===== src/rtl/hrq_pkg.sv =====
package hrq_pkg;

    localparam int unsigned ADDR_W = 2;
    localparam int unsigned CTRL_W = 3;

    typedef enum logic [ADDR_W-1:0] {
        ADDR_CTRL = 2'd0,
        ADDR_STAT = 2'd1,
        ADDR_DATA = 2'd2,
        ADDR_NONE = 2'd3
    } hrq_addr_e;

    // packed MSB first: dual is bit 2, tx_en bit 1, rx_en bit 0
    typedef struct packed {
        logic dual;
        logic tx_en;
        logic rx_en;
    } hrq_ctrl_t;

endpackage


===== src/rtl/hrq_ctrl.sv =====
module hrq_ctrl
    import hrq_pkg::*;
(
    input  logic                clk,
    input  logic                rst_n,
    input  logic                wr_en,
    input  logic [CTRL_W-1:0]   wr_bits,
    output hrq_ctrl_t           ctrl_q
);

    typedef struct packed {
        hrq_ctrl_t ctrl;
    } state_t;

    state_t st_d, st_q;

    always_comb begin
        st_d = st_q;
        if (wr_en) begin
            st_d.ctrl = hrq_ctrl_t'(wr_bits);
        end
    end

    always_ff @(posedge clk or negedge rst_n) begin
        if (!rst_n) begin
            st_q <= '0;
        end else begin
            st_q <= st_d;
        end
    end

    assign ctrl_q = st_q.ctrl;

endmodule


===== src/rtl/hrq_buffers.sv =====
module hrq_buffers #(
    parameter int unsigned DW = 8
) (
    input  logic          clk,
    input  logic          rst_n,
    input  logic          host_rd_stb,
    input  logic          host_wr_stb,
    input  logic [DW-1:0] host_wdata,
    input  logic          core_rx_wr,
    input  logic [DW-1:0] core_rx_data,
    input  logic          core_tx_rd,
    input  logic          ack_in,
    output logic [DW-1:0] rx_word,
    output logic [DW-1:0] tx_word,
    output logic          rx_full,
    output logic          tx_empty,
    output logic          ack_seen
);

    typedef struct packed {
        logic [DW-1:0] rx_word;
        logic [DW-1:0] tx_word;
        logic          rx_full;
        logic          tx_empty;
        logic          ack_seen;
    } state_t;

    state_t st_d, st_q;

    always_comb begin
        st_d          = st_q;
        st_d.ack_seen = ack_in;
        // receive side: a core load outranks a host drain
        if (host_rd_stb) begin
            st_d.rx_full = 1'b0;
        end
        if (core_rx_wr) begin
            st_d.rx_full = 1'b1;
            st_d.rx_word = core_rx_data;
        end
        // transmit side: a host load outranks a core drain
        if (core_tx_rd) begin
            st_d.tx_empty = 1'b1;
        end
        if (host_wr_stb) begin
            st_d.tx_empty = 1'b0;
            st_d.tx_word  = host_wdata;
        end
    end

    always_ff @(posedge clk or negedge rst_n) begin
        if (!rst_n) begin
            st_q          <= '0;
            st_q.tx_empty <= 1'b1;
        end else begin
            st_q <= st_d;
        end
    end

    assign rx_word  = st_q.rx_word;
    assign tx_word  = st_q.tx_word;
    assign rx_full  = st_q.rx_full;
    assign tx_empty = st_q.tx_empty;
    assign ack_seen = st_q.ack_seen;

endmodule


===== src/rtl/hrq_reqgen.sv =====
module hrq_reqgen
    import hrq_pkg::*;
(
    input  logic      clk,
    input  logic      rst_n,
    input  hrq_ctrl_t ctrl,
    input  logic      rx_full,
    input  logic      tx_empty,
    output logic      req_a_n,
    output logic      req_b_n
);

    typedef struct packed {
        logic a_n;
        logic b_n;
    } state_t;

    state_t st_d, st_q;
    logic   rx_want, tx_want;

    always_comb begin
        rx_want = ctrl.rx_en & rx_full;
        tx_want = ctrl.tx_en & tx_empty;
        if (ctrl.dual) begin
            st_d.a_n = ~tx_want;
            st_d.b_n = ~rx_want;
        end else begin
            st_d.a_n = ~(tx_want | rx_want);
            st_d.b_n = 1'b1;
        end
    end

    always_ff @(posedge clk or negedge rst_n) begin
        if (!rst_n) begin
            st_q <= '1;
        end else begin
            st_q <= st_d;
        end
    end

    assign req_a_n = st_q.a_n;
    assign req_b_n = st_q.b_n;

endmodule


===== src/rtl/hrq_port.sv =====
module hrq_port
    import hrq_pkg::*;
#(
    parameter int unsigned DW = 8
) (
    input  logic              clk,
    input  logic              rst_n,
    input  logic              host_sel,
    input  logic              host_wr,
    input  logic [ADDR_W-1:0] host_addr,
    input  logic [DW-1:0]     host_wdata,
    output logic [DW-1:0]     host_rdata,
    input  logic              core_rx_wr,
    input  logic [DW-1:0]     core_rx_data,
    input  logic              core_tx_rd,
    output logic [DW-1:0]     core_tx_data,
    input  logic              host_ack,
    output logic              req_tx_n,
    output logic              req_rx_n
);

    localparam int unsigned STAT_W = 3;

    hrq_addr_e     addr;
    hrq_ctrl_t     ctrl_q;
    logic          ctrl_wr, data_wr, data_rd;
    logic [DW-1:0] rx_word;
    logic          rx_full, tx_empty, ack_seen;
    logic          unused_wdata_hi;

    assign addr    = hrq_addr_e'(host_addr);
    assign ctrl_wr = host_sel &  host_wr & (addr == ADDR_CTRL);
    assign data_wr = host_sel &  host_wr & (addr == ADDR_DATA);
    assign data_rd = host_sel & ~host_wr & (addr == ADDR_DATA);
    assign unused_wdata_hi = ^host_wdata;

    hrq_ctrl u_ctrl (
        .clk     (clk),
        .rst_n   (rst_n),
        .wr_en   (ctrl_wr),
        .wr_bits (host_wdata[CTRL_W-1:0]),
        .ctrl_q  (ctrl_q)
    );

    hrq_buffers #(.DW(DW)) u_buf (
        .clk          (clk),
        .rst_n        (rst_n),
        .host_rd_stb  (data_rd),
        .host_wr_stb  (data_wr),
        .host_wdata   (host_wdata),
        .core_rx_wr   (core_rx_wr),
        .core_rx_data (core_rx_data),
        .core_tx_rd   (core_tx_rd),
        .ack_in       (host_ack),
        .rx_word      (rx_word),
        .tx_word      (core_tx_data),
        .rx_full      (rx_full),
        .tx_empty     (tx_empty),
        .ack_seen     (ack_seen)
    );

    hrq_reqgen u_req (
        .clk      (clk),
        .rst_n    (rst_n),
        .ctrl     (ctrl_q),
        .rx_full  (rx_full),
        .tx_empty (tx_empty),
        .req_a_n  (req_tx_n),
        .req_b_n  (req_rx_n)
    );

    always_comb begin
        host_rdata = '0;
        case (addr)
            ADDR_CTRL: host_rdata[CTRL_W-1:0] = ctrl_q;
            ADDR_STAT: host_rdata[STAT_W-1:0] = {ack_seen, tx_empty, rx_full};
            ADDR_DATA: host_rdata             = rx_word;
            default:   host_rdata             = '0;
        endcase
    end

endmodule


===== config.mk =====
export PLATFORM = sky130hd
export DESIGN_NAME = hrq_port
export DESIGN_NICKNAME = d
export VERILOG_FILES = /design/src/rtl/hrq_pkg.sv /design/src/rtl/hrq_ctrl.sv /design/src/rtl/hrq_buffers.sv /design/src/rtl/hrq_reqgen.sv /design/src/rtl/hrq_port.sv
export SDC_FILE = /design/constraint.sdc
export NUM_CORES = 1
export LEC_CHECK = 0
export BUFFER_PORTS_ARGS = -buffer_cell sky130_fd_sc_hd__clkbuf_2
export CAP_MARGIN = 30
export CORE_ASPECT_RATIO = 0.75
export CORE_MARGIN = 3
export CORE_UTILIZATION = 45
export DETAILED_ROUTE_END_ITERATION = 16
export PLACE_DENSITY = 0.74
export RECOVER_POWER = 100
export SETUP_SLACK_MARGIN = 0.05
export SYNTH_ARGS = -nofsm -noshare
export SYNTH_HDL_FRONTEND = slang
export SYNTH_HIERARCHICAL = 1
export SYNTH_SLANG_ARGS = --single-unit

===== constraint.sdc =====
create_clock -name clk -period 1.43 [get_ports clk]
set_input_delay 0.286 -clock clk [delete_from_list [all_inputs] [get_ports clk]]
set_output_delay 0.286 -clock clk [all_outputs]
set_load 0.005 [all_outputs]

=== Yosys cells after proc, flatten, opt, wreduce, memory -nomap -nowiden ===
Cells that the tools add are included.

* Eq/ne operators: 2
* Bitwise logic cells: 12
* Reductions and logical operators: 3
* Muxes and demuxes: 7

{| class="wikitable"
|+ Operators with widths
! kind !! number
|-
| $pmux 3 s3 || 1
|-
| $and 1x1->1 || 7
|-
| $mux 5 || 1
|-
| $mux 1 || 4
|-
| $not 1->1 || 4
|-
| $reduce_bool 2->1 || 2
|-
| $eq 2x1->1 const B || 1
|-
| $eq 2x2->1 const B || 1
|-
| $logic_not 2->1 || 1
|-
| $mux 2 || 1
|-
| $or 1x1->1 || 1
|}

* Bits in registers: 24
* Output and inout port bits: 18
* Input port bits: 25
* Logic and storage cells: 34

=== Longest topological paths before layout ===
* Depth after elaboration: 5
* Gate-level depth with buffers: 5
* Depth with buffers taken out: 4

=== Hierarchy ===
The synthesis kept the hierarchy.

{| class="wikitable"
|+ By module, submodules not included
! module !! cells an instance !! sequential area each (um^2) !! area an instance (um^2) !! times used
|-
| hrq_buffers || 41 || 476.7 || 758.2 || 1
|-
| hrq_port || 18 || 0.0 || 153.9 || 1
|-
| hrq_ctrl || 6 || 75.1 || 108.9 || 1
|-
| hrq_reqgen || 5 || 52.6 || 76.3 || 1
|}

=== Worst setup path before layout ===
No wires, ideal clock.

* Path kind: in2reg
* Start point: input port host_addr[1]
* End point: register u_buf.st_q, in the netlist u_buf/tx_word[0]
* Setup slack: 0.140 ns
* Required time: 1.305 ns
* Library setup time: 0.125 ns
* Arrival time: 1.165 ns
* Stages on the path: 5
* Buffers on the path: 2
* Path through: buf_6 -> nor2b_4 -> and3_2 -> buf_6 -> mux2_4

* Longest elaborated chain between the ends: 2

{| class="wikitable"
|+ Ends and longest elaborated chain
! what !! RTL line !! source
|-
| start: declaration || hrq_port.sv:10 || <nowiki>input logic [ADDR_W-1:0] host_addr,</nowiki>
|-
| $eq 2x2->1 || hrq_port.sv:33 || <nowiki>assign data_wr = host_sel & host_wr & (addr == ADDR_DATA);</nowiki>
|-
| $and 1x1->1 || hrq_port.sv:33 ||
|-
| named net data_wr || hrq_port.sv:26 || <nowiki>logic ctrl_wr, data_wr, data_rd;</nowiki>
|-
| end signal: assignment || hrq_buffers.sv:56 || <nowiki>st_q <= st_d;</nowiki>
|-
| end: declaration || hrq_buffers.sv:28 || <nowiki>state_t st_d, st_q;</nowiki>
|}

The timed path passes the listed nets, and every way through them passes these cells.
A chain may end at the register's enable or synchronous reset.

=== Worst setup path after layout ===
* Start point: register, netlist name u_buf/tx_empty
* End point: output port host_rdata[1]

* Longest elaborated chain between the ends: 1

{| class="wikitable"
|+ Ends and longest elaborated chain
! what !! RTL line !! source
|-
| $pmux 3 s3 || hrq_port.sv:74 || <nowiki>case (addr)</nowiki>
|-
| end: declaration || hrq_port.sv:12 || <nowiki>output logic [DW-1:0] host_rdata,</nowiki>
|}

Every way passes these cells.

==> metrics.md <==
| Metric | Value |
|---|---|
| DRT Pass-1 Iters | 4 |
| Mapped Area | 1097 um2 |
| Mapped Cells | 70 |
| Lkg Pwr | 0.6445 nW |
| Cell Int Power | roughly 1.1 mW |
| Max Buffers Root-to-Sink | 2 |
| Congestion Overflow GR | 0 |
| Clock sinks | 24 |
| Syn_area_per_cell | between 15 and 20 um2 |
| Vias post-DR | between 700 and 800 |
| Clk_lat worst skew | just over 0.3 ns |
| Die height | between 40 and 50 um |
| Die X | 63.02 um |
| Max Fclk | 0.7283 GHz |
| Max-slew headroom | between 60 and 70% |
| Worst Hold Class | in -> reg |
| Fin. max-slew vios | 0 |
| DR WL/cell | 14.44 um |
| GPL Wtd Cong | 0.7473 |
| Startpoint types | flop |
| Netlist cell types | 19 |
| CTS tree | done |
| Hold Startpoint | host_ack |
| Crit Path Max Fanout | 2 |
| I/O Pins | between 40 and 50 |
| WHS Endpoint | u_buf/ack_seen |
| Avg Vias per Cell | between 4 and 5 |
| Gate power share | between 20% and 30% |
| Starting Density | 50.93% |
| Final Setup Violations | 0 |
| YS warnings | 6 |
| PortBufs | 42 |
| Iter 0 DRT Violations | 6 |
| Tightest Pin Transition | between 0.5 and 0.6 ns |
| Status | finished clean |
| Clock share of power | 22.8% |
| Power per cell area | ~1100 nW/um2 |
| Max Cap Viol | 0 |
| Dpl ws | 0.002340 ns |
| Synth-to-Final Area Change | 21.32% |
| Multi-input logic area | slightly below 400 um2 |
| R2R cell count | 2 |
| Reg clk slew, reported paths | between 0.1 and 0.15 ns |
| Total power | roughly 1.5 mW |
| Sw Pwr | roughly 0.38 mW |
| Initial antenna violation count | 0 |
| Num CTS Buffers | 3 |
| Most frequent cells in the layout | clkbuf_2 (35), dfrtp_1 (21), mux2_1 (15) |
| First-pass GRT wire length | about 3.9 mm |
| Share of layout cells above drive strength 1 | between 40% and 50% |
| WP data required | approximately 1.1 ns |
| Row count | 14 |
| Switch share | about a quarter |
| Drt drc | 0 |
| CTS H-tree depth | 1 |
| Ant. Diodes | 0 |
| Fin crit share | between 90% and 100% |
| WS Path Type | reg -> out |
| Worst VDD drop | 0.5408 mV |
| Most common cell after layout, fill and taps aside | clkbuf_2 |
| Final Instance Count excl. Fillers | about 150 |
| Mapped Nets | 95 |
| Final setup margin | around 0.057 ns |
| Arrival time at the worst endpoint | 1.09 ns |
| Hold Path Depth | 1 |
| Setup Skew | roughly 0.00076 ns |
| Die ar. | approximately 3100 um2 |
| CP Capture Type | primary output |
| Fillers | just over 200 |
| Sequential area share after synthesis | a little under three fifths |
| Reg2reg setup slack | 0.54 ns |
| Post-layout net count | about 150 |
| Cell total after placement | about 140 |
| Fin crit period | between 1 and 1.5 ns |
| Root buffer cell | clkbuf_4 |
| Seq pwr share | 56.2% |
| Vias in the first global route | a little over 800 |
| Post-DP HPWL | ~1.7 mm |
| RSZ-0062 raised after global routing | true |
| Largest net degree at the start of global routing | 25 |
| Area occupied by registers | between 600 and 700 um2 |
| Core Footprint | between 2000 and 2500 um2 |
| Hold Vio Cnt, Final | 0 |
| Reg2reg end | u_ctrl/ctrl_q[0] |
| GRT Util Overall | approximately 16% |
| R2r startpoint | u_ctrl/ctrl_q[0] |
| Routed WL | about 2.2 mm |
| DRT antenna net count | 0 |
| Seq cells post-synth | 24 |
| Hold Slack | approximately 0.073 ns |
per-stage QoR:
stage	setup TNS, ns	util [%]	area (um2)
after floorplan	0	-	1097
after global placement	0	62.02	1336
after detailed placement	0	62.02	1336
after CTS	0	65.21	1405
after global routing	-0.01494	61.79	1331
final	0	61.79	1331
logic make-up (layout without fill, tap and decap cells):
kind of cell / count (synthesis) / in the layout / synth area share (%)
flip-flops: 24 / 24 / 55.07
multiplexers: 22 / 22 / 27.71
AND/OR/NAND/NOR: 15 / 15 / 9.350
AO/OA/AOI/OAI: 5 / 5 / 4.447
buffers and inverters: 4 / 54 / 3.420
how the worst max path moves through the flow:
stage	start	to	depth (start not counted)
final	u_buf/tx_empty	host_rdata[1]	2
after global routing	u_buf/tx_empty	host_rdata[1]	2
after CTS	u_buf/tx_empty	host_rdata[1]	2
after detailed placement	host_addr[1]	u_buf/tx_word[6]	4
after global placement	host_addr[1]	u_buf/tx_word[4]	4
after floorplan	host_addr[1]	u_buf/tx_word[0]	5
final cells by class:
class	instances	area share [%]
Inverter	1	0.2820
Clock buffer	4	2.726
Tap cell	32	3.008
Timing Repair Buffer	49	18.70
Sequential cell	24	45.39
Multi-Input combinational cell	42	29.89
synth_stat cells, drive strengths merged:
cell / instances / area (um2)
a21o: 1 / 7.510
a2bb2oi: 1 / 15.01
and2: 5 / 37.54
and2b: 1 / 8.760
and3: 1 / 7.510
and3b: 1 / 10.01
buf: 3 / 33.78
dfrtp: 21 / 525.5
dfstp: 3 / 78.83
inv: 1 / 3.750
mux2: 19 / 274.0
mux2i: 3 / 30.03
nand2: 2 / 7.510
nand3: 1 / 5.000
nor2: 2 / 7.510
nor2b: 1 / 13.76
nor3: 1 / 5.000
o2bb2ai: 3 / 26.28
power by group through the flow:
stage	sequential [mW]	combinational [mW]	clock, mW
after floorplan	0.870	0.202	0
after global placement	0.875	0.350	0
after detailed placement	0.879	0.362	0
after CTS	0.858	0.394	0.361
after global routing	0.870	0.353	0.396
final	0.852	0.318	0.345
registers in the layout, summed over array words and instances (netlist names):
register,count
u_buf/rx_word,8
u_buf/rx_full,1
u_req/req_b_n,1
u_ctrl/ctrl_q,3
u_buf/tx_empty,1
u_buf/tx_word,8
u_req/req_a_n,1
u_buf/ack_seen,1
routing by layer:
layer | global-route usage, % | vias to the layer above | part of all wire (%)
met4 | 3.297 | 0 | 0.46
met1 | 19.70 | 340 | 43
li1 | - | 345 | -
met3 | 5.556 | 2 | 5.7
met2 | 27.50 | 19 | 51
met5 | 0 | - | 0
worst max-delay path, stage by stage (launching register included):
cell	delay [ns]
dfstp_2	0.55
o2bb2ai_1	0.11
clkbuf_2	0.13
timing repair:
| action | 4_1_cts | 5_1_grt |
|---|---|---|
| gates resized for setup | 0 | 2 |
| pin swaps | 0 | 3 |
| hold endpoints to repair | 21 | 0 |
| setup buffers | 3 | 0 |
| setup endpoints to repair | 3 | 3 |
| hold buffers | 1 | 0 |
(Power assumes the default switching activity.)
